**src/rtl/alu_slice_pkg.sv**
```systemverilog
// Package: shared constants for the arithmetic/logic slice.
// Assumes a 4-bit function code; the named codes are the ones whose
// results the assertions pin down.
package alu_slice_pkg;
    localparam int SEL_W = 4;

    localparam logic [SEL_W-1:0] SEL_PASS_A = 4'b0000;
    localparam logic [SEL_W-1:0] SEL_DOUBLE = 4'b0011;
    localparam logic [SEL_W-1:0] SEL_ADD    = 4'b0110;
    localparam logic [SEL_W-1:0] SEL_SUB_M1 = 4'b1001;
    localparam logic [SEL_W-1:0] SEL_ONES   = 4'b1100;
    localparam logic [SEL_W-1:0] SEL_DEC    = 4'b1111;
endpackage

```
**src/rtl/alu_term_gen.sv**
```systemverilog
// Module: per-bit or-term (propagate) and and-term (generate) formation.
// Bits 3/2 of the code pick which B polarity feeds the or-term and
// bits 1/0 do the same for the and-term. Assumes a 4-bit code.
module alu_term_gen
    import alu_slice_pkg::*;
#(
    parameter int WIDTH = 4
) (
    input  logic [WIDTH-1:0] a_i,
    input  logic [WIDTH-1:0] b_i,
    input  logic [SEL_W-1:0] sel_i,
    output logic [WIDTH-1:0] prop_o,
    output logic [WIDTH-1:0] gen_o
);
    for (genvar i = 0; i < WIDTH; i++) begin : g_bit
        // Or-term: A, optionally widened by B or by its complement.
        assign prop_o[i] = a_i[i] | (b_i[i] & sel_i[2]) | (~b_i[i] & sel_i[3]);
        // And-term: A, masked by the code bit that matches B's value.
        assign gen_o[i]  = a_i[i] & (b_i[i] ? sel_i[1] : sel_i[0]);
    end

    // A generate bit needs A set, so it always lies inside its propagate bit.
    always_comb begin
        p_gen_in_prop_r1: assert ((gen_o & ~prop_o) == '0)
            else $error("generate bit outside propagate");
    end
endmodule

```
**src/rtl/alu_carry_chain.sv**
```systemverilog
// Module: ripple carry chain plus flattened group lookahead terms.
// The ripple carries feed the sum stage. The group terms are built
// separately, as a sum of products, for an external second-order
// lookahead unit. Carries are active high.
module alu_carry_chain #(
    parameter int WIDTH = 4
) (
    input  logic [WIDTH-1:0] prop_i,
    input  logic [WIDTH-1:0] gen_i,
    input  logic             carry_i,
    output logic [WIDTH-1:0] carry_vec_o,
    output logic             carry_o,
    output logic             grp_prop_o,
    output logic             grp_gen_o
);
    logic [WIDTH:0] rip;

    assign rip[0] = carry_i;
    for (genvar i = 0; i < WIDTH; i++) begin : g_rip
        // Carry into the next bit: generated here or propagated from below.
        assign rip[i+1] = gen_i[i] | (prop_i[i] & rip[i]);
    end
    assign carry_vec_o = rip[WIDTH-1:0];
    assign carry_o     = rip[WIDTH];

    // Group propagate: every bit passes a carry through.
    assign grp_prop_o = &prop_i;

    // Group generate: OR of each bit's generate masked by all propagates above it.
    always_comb begin
        logic term;
        grp_gen_o = 1'b0;
        for (int i = 0; i < WIDTH; i++) begin
            term = gen_i[i];
            for (int j = i + 1; j < WIDTH; j++) begin
                term = term & prop_i[j];
            end
            grp_gen_o = grp_gen_o | term;
        end
    end

    // The ripple output must agree with the lookahead form of the same carry.
    always_comb begin
        p_cout_lookahead_r8: assert (carry_o == (grp_gen_o | (grp_prop_o & carry_i)))
            else $error("ripple carry disagrees with group terms");
    end
endmodule

```
**src/rtl/alu_sum_stage.sv**
```systemverilog
// Module: result bits from the half-sum and the incoming carries.
// Logic mode drives every internal carry to one, which turns the sum
// into the complement of the half-sum and makes the carry input irrelevant.
module alu_sum_stage #(
    parameter int WIDTH = 4
) (
    input  logic [WIDTH-1:0] prop_i,
    input  logic [WIDTH-1:0] gen_i,
    input  logic [WIDTH-1:0] carry_vec_i,
    input  logic             mode_logic_i,
    output logic [WIDTH-1:0] f_o
);
    logic [WIDTH-1:0] half_sum;
    logic [WIDTH-1:0] eff_carry;

    // Half-sum of the two terms, then the carry or the logic-mode override.
    always_comb begin
        half_sum  = prop_i ^ gen_i;
        eff_carry = carry_vec_i | {WIDTH{mode_logic_i}};
        f_o       = half_sum ^ eff_carry;
    end
endmodule

```
**src/rtl/alu_lookahead_slice.sv**
```systemverilog
// Module: top of the 4-bit arithmetic/logic slice.
// Purely combinational, with no clock or reset. The code and the mode
// line select one of 32 functions. The group propagate and generate
// outputs serve a second-level lookahead unit. Assumes two-state
// inputs that are settled before outputs are judged.
module alu_lookahead_slice
    import alu_slice_pkg::*;
#(
    parameter int WIDTH = 4
) (
    input  logic [WIDTH-1:0] a_i,
    input  logic [WIDTH-1:0] b_i,
    input  logic [SEL_W-1:0] sel_i,
    input  logic             mode_logic_i,
    input  logic             carry_i,
    output logic [WIDTH-1:0] f_o,
    output logic             carry_o,
    output logic             grp_prop_o,
    output logic             grp_gen_o
);
    logic [WIDTH-1:0] prop;
    logic [WIDTH-1:0] gen;
    logic [WIDTH-1:0] carry_vec;

    alu_term_gen #(.WIDTH(WIDTH)) u_terms (
        .a_i    (a_i),
        .b_i    (b_i),
        .sel_i  (sel_i),
        .prop_o (prop),
        .gen_o  (gen)
    );

    alu_carry_chain #(.WIDTH(WIDTH)) u_chain (
        .prop_i      (prop),
        .gen_i       (gen),
        .carry_i     (carry_i),
        .carry_vec_o (carry_vec),
        .carry_o     (carry_o),
        .grp_prop_o  (grp_prop_o),
        .grp_gen_o   (grp_gen_o)
    );

    alu_sum_stage #(.WIDTH(WIDTH)) u_sum (
        .prop_i       (prop),
        .gen_i        (gen),
        .carry_vec_i  (carry_vec),
        .mode_logic_i (mode_logic_i),
        .f_o          (f_o)
    );

    // Port-level checks on the named codes, evaluated once outputs settle.
    always_comb begin
        if (mode_logic_i && sel_i == SEL_DOUBLE) begin
            p_logic_ones_r4: assert (f_o == '1) else $error("logic 0011 not all ones");
        end
        if (mode_logic_i && sel_i == SEL_ONES) begin
            p_logic_zeros_r4: assert (f_o == '0) else $error("logic 1100 not all zeros");
        end
        if (!mode_logic_i && sel_i == SEL_ONES && !carry_i) begin
            p_minus_one_r2: assert (f_o == '1 && !carry_o) else $error("minus one wrong");
        end
        if (!mode_logic_i && sel_i == SEL_DOUBLE) begin
            p_double_r2: assert ({carry_o, f_o} == {a_i, carry_i}) else $error("doubling wrong");
        end
        if (!mode_logic_i && sel_i == SEL_PASS_A && !carry_i) begin
            p_pass_a_r2: assert (f_o == a_i && !carry_o) else $error("pass A wrong");
        end
    end
endmodule

```
**config.mk**
```make
export PLATFORM = sky130hd
export DESIGN_NAME = alu_lookahead_slice
export DESIGN_NICKNAME = d
export VERILOG_FILES = /design/src/rtl/alu_slice_pkg.sv /design/src/rtl/alu_term_gen.sv /design/src/rtl/alu_carry_chain.sv /design/src/rtl/alu_sum_stage.sv /design/src/rtl/alu_lookahead_slice.sv
export SDC_FILE = /design/constraint.sdc
export NUM_CORES = 1
export LEC_CHECK = 0
export BUFFER_PORTS_ARGS = -buffer_cell sky130_fd_sc_hd__buf_2
export CAP_MARGIN = 20
export CORE_AREA = 2 2 39 41
export DETAILED_ROUTE_END_ITERATION = 10
export DIE_AREA = 0 0 41 43
export GPL_ROUTABILITY_DRIVEN = 0
export SETUP_SLACK_MARGIN = 0.1
export SLEW_MARGIN = 20
export SYNTH_ARGS = -nofsm -noshare
export SYNTH_HDL_FRONTEND = slang
export SYNTH_SLANG_ARGS = --single-unit
```
**constraint.sdc**
```tcl
create_clock -name vclk -period 2.36
set_clock_uncertainty 0.05 [all_clocks]
set_input_delay 0.354 -clock vclk [all_inputs]
set_output_delay 0.354 -clock vclk [all_outputs]
set_load 0.1 [all_outputs]
```
* Yosys cells after proc, flatten, opt, wreduce, memory -nomap -nowiden *
Index checks and enable logic that the tools add are counted.

storage, ports and cells
  logic and storage cells = 49
  register bits after elaboration = 0
  output and inout bits = 7

cells by class
  bitwise gates (word level) = 44
  reductions and logical operators = 1
  mux-type cells = 4

operators with widths
  cell                 number
  AND 1 bit            22
  OR 1 bit             15
  XOR 4 bit            2
  2-to-1 mux 1 bit     4
  inverter 1 bit       4
  OR 4 bit             1
  AND reduction 4 bit  1

* Longest topological paths before layout *
  depth in word-level cells = 11
  mapped depth = 5
  depth with buffers taken out = 5

* By module *
From an unflattened synthesis, not the netlist that was laid out.

unflattened totals
  cell total of the unflattened synthesis = 40
  area, all modules = 276.5 um2

by module, submodules not included
  module           cells an instance  area each (um2)  seq. area each (um2)  instances
  alu_term_gen     16                 125.1            0.0                   1
  alu_sum_stage    12                 85.1             0.0                   1
  alu_carry_chain  12                 66.3             0.0                   1

* Worst setup path before layout *
No wires, ideal clock.

  path kind = input port to output port
  start point = in sel_i[3]
  end point = out grp_prop_o
  path slack = -1656 ps
  stages = 4
  data required time = 1956 ps
  arrival time = 3612 ps
  path through = nor2b_1 -> a211o_1 -> inv_1 -> nor4_1

on the way
  longest elaborated chain between the ends = 3
  elaborated cells on any way between the ends = 9
  those cells by class = 8 x bitwise; 1 x reduce/logical

RTL lines
  element                RTL line                   source
  from (decl)            alu_lookahead_slice.sv:13  input logic [SEL_W-1:0] sel_i,
  AND 1 bit              alu_term_gen.sv:17         assign prop_o[i] = a_i[i] | (b_i[i] & sel_i[2]) | (~b_i[i] & sel_i[3]);
  OR 1 bit               alu_term_gen.sv:17
  AND reduction 4 bit *  alu_carry_chain.sv:27      assign grp_prop_o = &prop_i;
  to (decl)              alu_lookahead_slice.sv:18  output logic grp_prop_o,

Every way passes the cells marked *; elsewhere a longest branch is shown, timed or not.

* Final worst setup path *
  start point = in sel_i[3]
  end point = out f_o[3]

on the way
  longest elaborated chain between the ends = 10
  elaborated cells on any way between the ends = 17
  those cells by class = 17 x bitwise

RTL lines
  element      RTL line                   source
  AND 1 bit    alu_term_gen.sv:17
  OR 1 bit     alu_term_gen.sv:17
  AND 1 bit    alu_carry_chain.sv:21      assign rip[i+1] = gen_i[i] | (prop_i[i] & rip[i]);
  OR 1 bit     alu_carry_chain.sv:21
  AND 1 bit    alu_carry_chain.sv:21
  OR 1 bit     alu_carry_chain.sv:21
  AND 1 bit    alu_carry_chain.sv:21
  OR 1 bit     alu_carry_chain.sv:21
  OR 4 bit     alu_sum_stage.sv:19        eff_carry = carry_vec_i | {WIDTH{mode_logic_i}};
  XOR 4 bit *  alu_sum_stage.sv:20        f_o = half_sum ^ eff_carry;
  to (decl)    alu_lookahead_slice.sv:16  output logic [WIDTH-1:0] f_o,

Marks and branches as above.

==> impl_metrics.yaml <==
critical_path:
  path_max_fanout: 4
  crit_type: "in -> out"
  required_ns: 1.96
  worst_ep_arrival_time_ns: 1.79
  worstSetupEndpointType: "output port"
  critPathLaunchType: "input port"
run_status:
  status: "complete, no violations"
synth:
  yosys_warnings: 0
  ys_seq_area_frac: 0
  synth_top_area_share: 0.135
  synth_cell_types: 19
  netlist_area_sq_um: 279
  ys_top_cells_by_area: "a211oi_2, nor2b_1, xnor2_1"
  syn_inst: 39
  synth_top_area_cell: "a211oi_2"
  syn_avg_cell_area_sq_um: 7.15
  synth_fp_nets: 53
sta:
  tightest_slew_ns: 0.485
  rsz0062_at_grt: "true"
  fin_ws_ns: 0.168
  slew_headroom: 0.679
  fin_hold_ws_ns: 1.12
  drv_slew: 0
  setup_viol: 0
  finalCriticalPeriod_ns: 2.19
  hold_viol: 0
  fmax_ghz: 0.456
  min_period_over_period: 0.929
drt:
  drtIter0Drc: 5
  ant_nets: 0
  vias: 354
  avgRoutedWirePerCell_um: 9.97
  vias_per_cell: 4.48
  drt_pass1_iterations: 4
  wl_um: 788
  route.detailed.drc: 0
power_and_ir_drop:
  seqPwrFrac: 0
  power.total_uw: 317
  pwr-share-clk: 0
  combPwrFrac: 1.000
  powerDensity_mw_per_mm2: 535
  switching_share: 0.640
  power.internal_uw: 114
  p_leak_uw: 0.000255
  peakVddDrop_mv: 0.163
  power_switching_uw: 203
place:
  port_buffers: 21
  dpl.cell_count: 78
  hpwlAfterDp_um: 706
  place_ws_ns: 0.106
flow_run:
  maxCapViolations: 0
global_routing:
  grt_pass1_wl_um: 1200
  grt_max_degree: 5
  grt_pass1_vias: 290
  grt-ovfl-total: 0
  grt_use_total: 0.0912
  antenna_found_initial: 0
floorplanning:
  rows: 14
  ios: 21
  core_area_sq_mm: 0.00138
  initial_core_util: 0.202
  design.die.area_sq_mm: 0.00176
  die_x_um: 41
  die_h_um: 43
cells_and_area:
  fin_util: 0.428
  seq_area_sq_um: 0
  final_cell_count_no_fill: 79
  seq_cells: 0
  nets: 79
  synthToLayoutAreaGrowth_pct: 112
  drive_gt1_frac: 0.635
  nClkBuffers: 0
  n_antenna_cell: 0
worst_hold_path:
  whs_path_depth: 4
  hold_class: "in -> out"
[timing repair]
action	4_1_cts	5_1_grt
resized for setup	0	1
endpoints found under the hold margin	0	0
hold buffers	0	0
setup endpoints to repair	0	2
setup buffers	0	1
[critical path, stage by stage]
cell and delay [ns]:
buf_2 0.11, nor2b_1 0.13, a211oi_2 0.33, o31ai_2 0.14
a211oi_2 0.36, xnor2_4 0.17, buf_12 0.19
[per-layer routing]
| layer | wire (um) | track usage |
|---|---|---|
| met5 | 0 | 0 |
| met4 | 0 | 0 |
| met3 | 46 | 0 |
| met2 | 391 | 0.153 |
| met1 | 350 | 0.134 |
[Yosys cell counts]
cell,number
nand2_1,3
nor2_1,4
nor4_1,1
a211o_1,1
mux2_2,2
mux2i_1,1
mux2_4,1
a211oi_1,2
a211oi_2,3
and2_1,1
a21oi_1,3
inv_1,2
o21ai_1,3
xnor2_1,3
nand2b_1,1
o31ai_2,1
nor2b_1,5
xor2_1,1
a21oi_2,1
[power by group through the flow]
stage                     registers (uW)  clock network, uW  logic, uW
after global placement                 0                  0        313
after CTS                              0                  0        315
after detailed placement               0                  0        315
final                                  0                  0        317
after global routing                   0                  0        331
after floorplan                        0                  0        216
[through the flow]
step                setup TNS, ns  area [sq um]
global route                    0           592
floorplan                  -0.479           362
CTS                             0           577
global placement                0           577
finish                          0           592
detailed placement              0           577
[path summary, 6_finish.rpt]
check / start / endpoint / slack, ns
max: sel_i[3] / f_o[3] / 0.17
min: a_i[3] / carry_o / 1.12
[placed cells by master (no fill, tap or decap), drive strengths merged]
master  Yosys  layout
o31ai       1       1
xor2        1       1
a211o       1       1
a211oi      5       5
inv         2       2
and2        1       1
nor2        4       4
nand2       3       3
nand2b      1       1
a21oi       4       4
nor4        1       1
mux2        3       3
xnor2       3       3
nor2b       5       5
buf         0      24
o21ai       3       3
mux2i       1       1
[logic make-up (layout without fill, tap and decap cells)]
| kind of cell | after synthesis | after routing | synth area share |
|---|---|---|---|
| XOR/XNOR | 4 | 4 | 0.126 |
| AND/OR/NAND/NOR | 15 | 15 | 0.274 |
| multiplexers | 4 | 4 | 0.170 |
| buffers and inverters | 2 | 26 | 0.0269 |
| AO/OA/AOI/OAI | 14 | 14 | 0.404 |
[layout make-up]
type,instances,area (sq um)
Fill cell,137,792
Inverter,2,7.51
Multi-Input combinational cell,37,362
Tap cell,16,20.0
Timing Repair Buffer,24,203
Note: power is estimated with default switching activity, not from simulation.
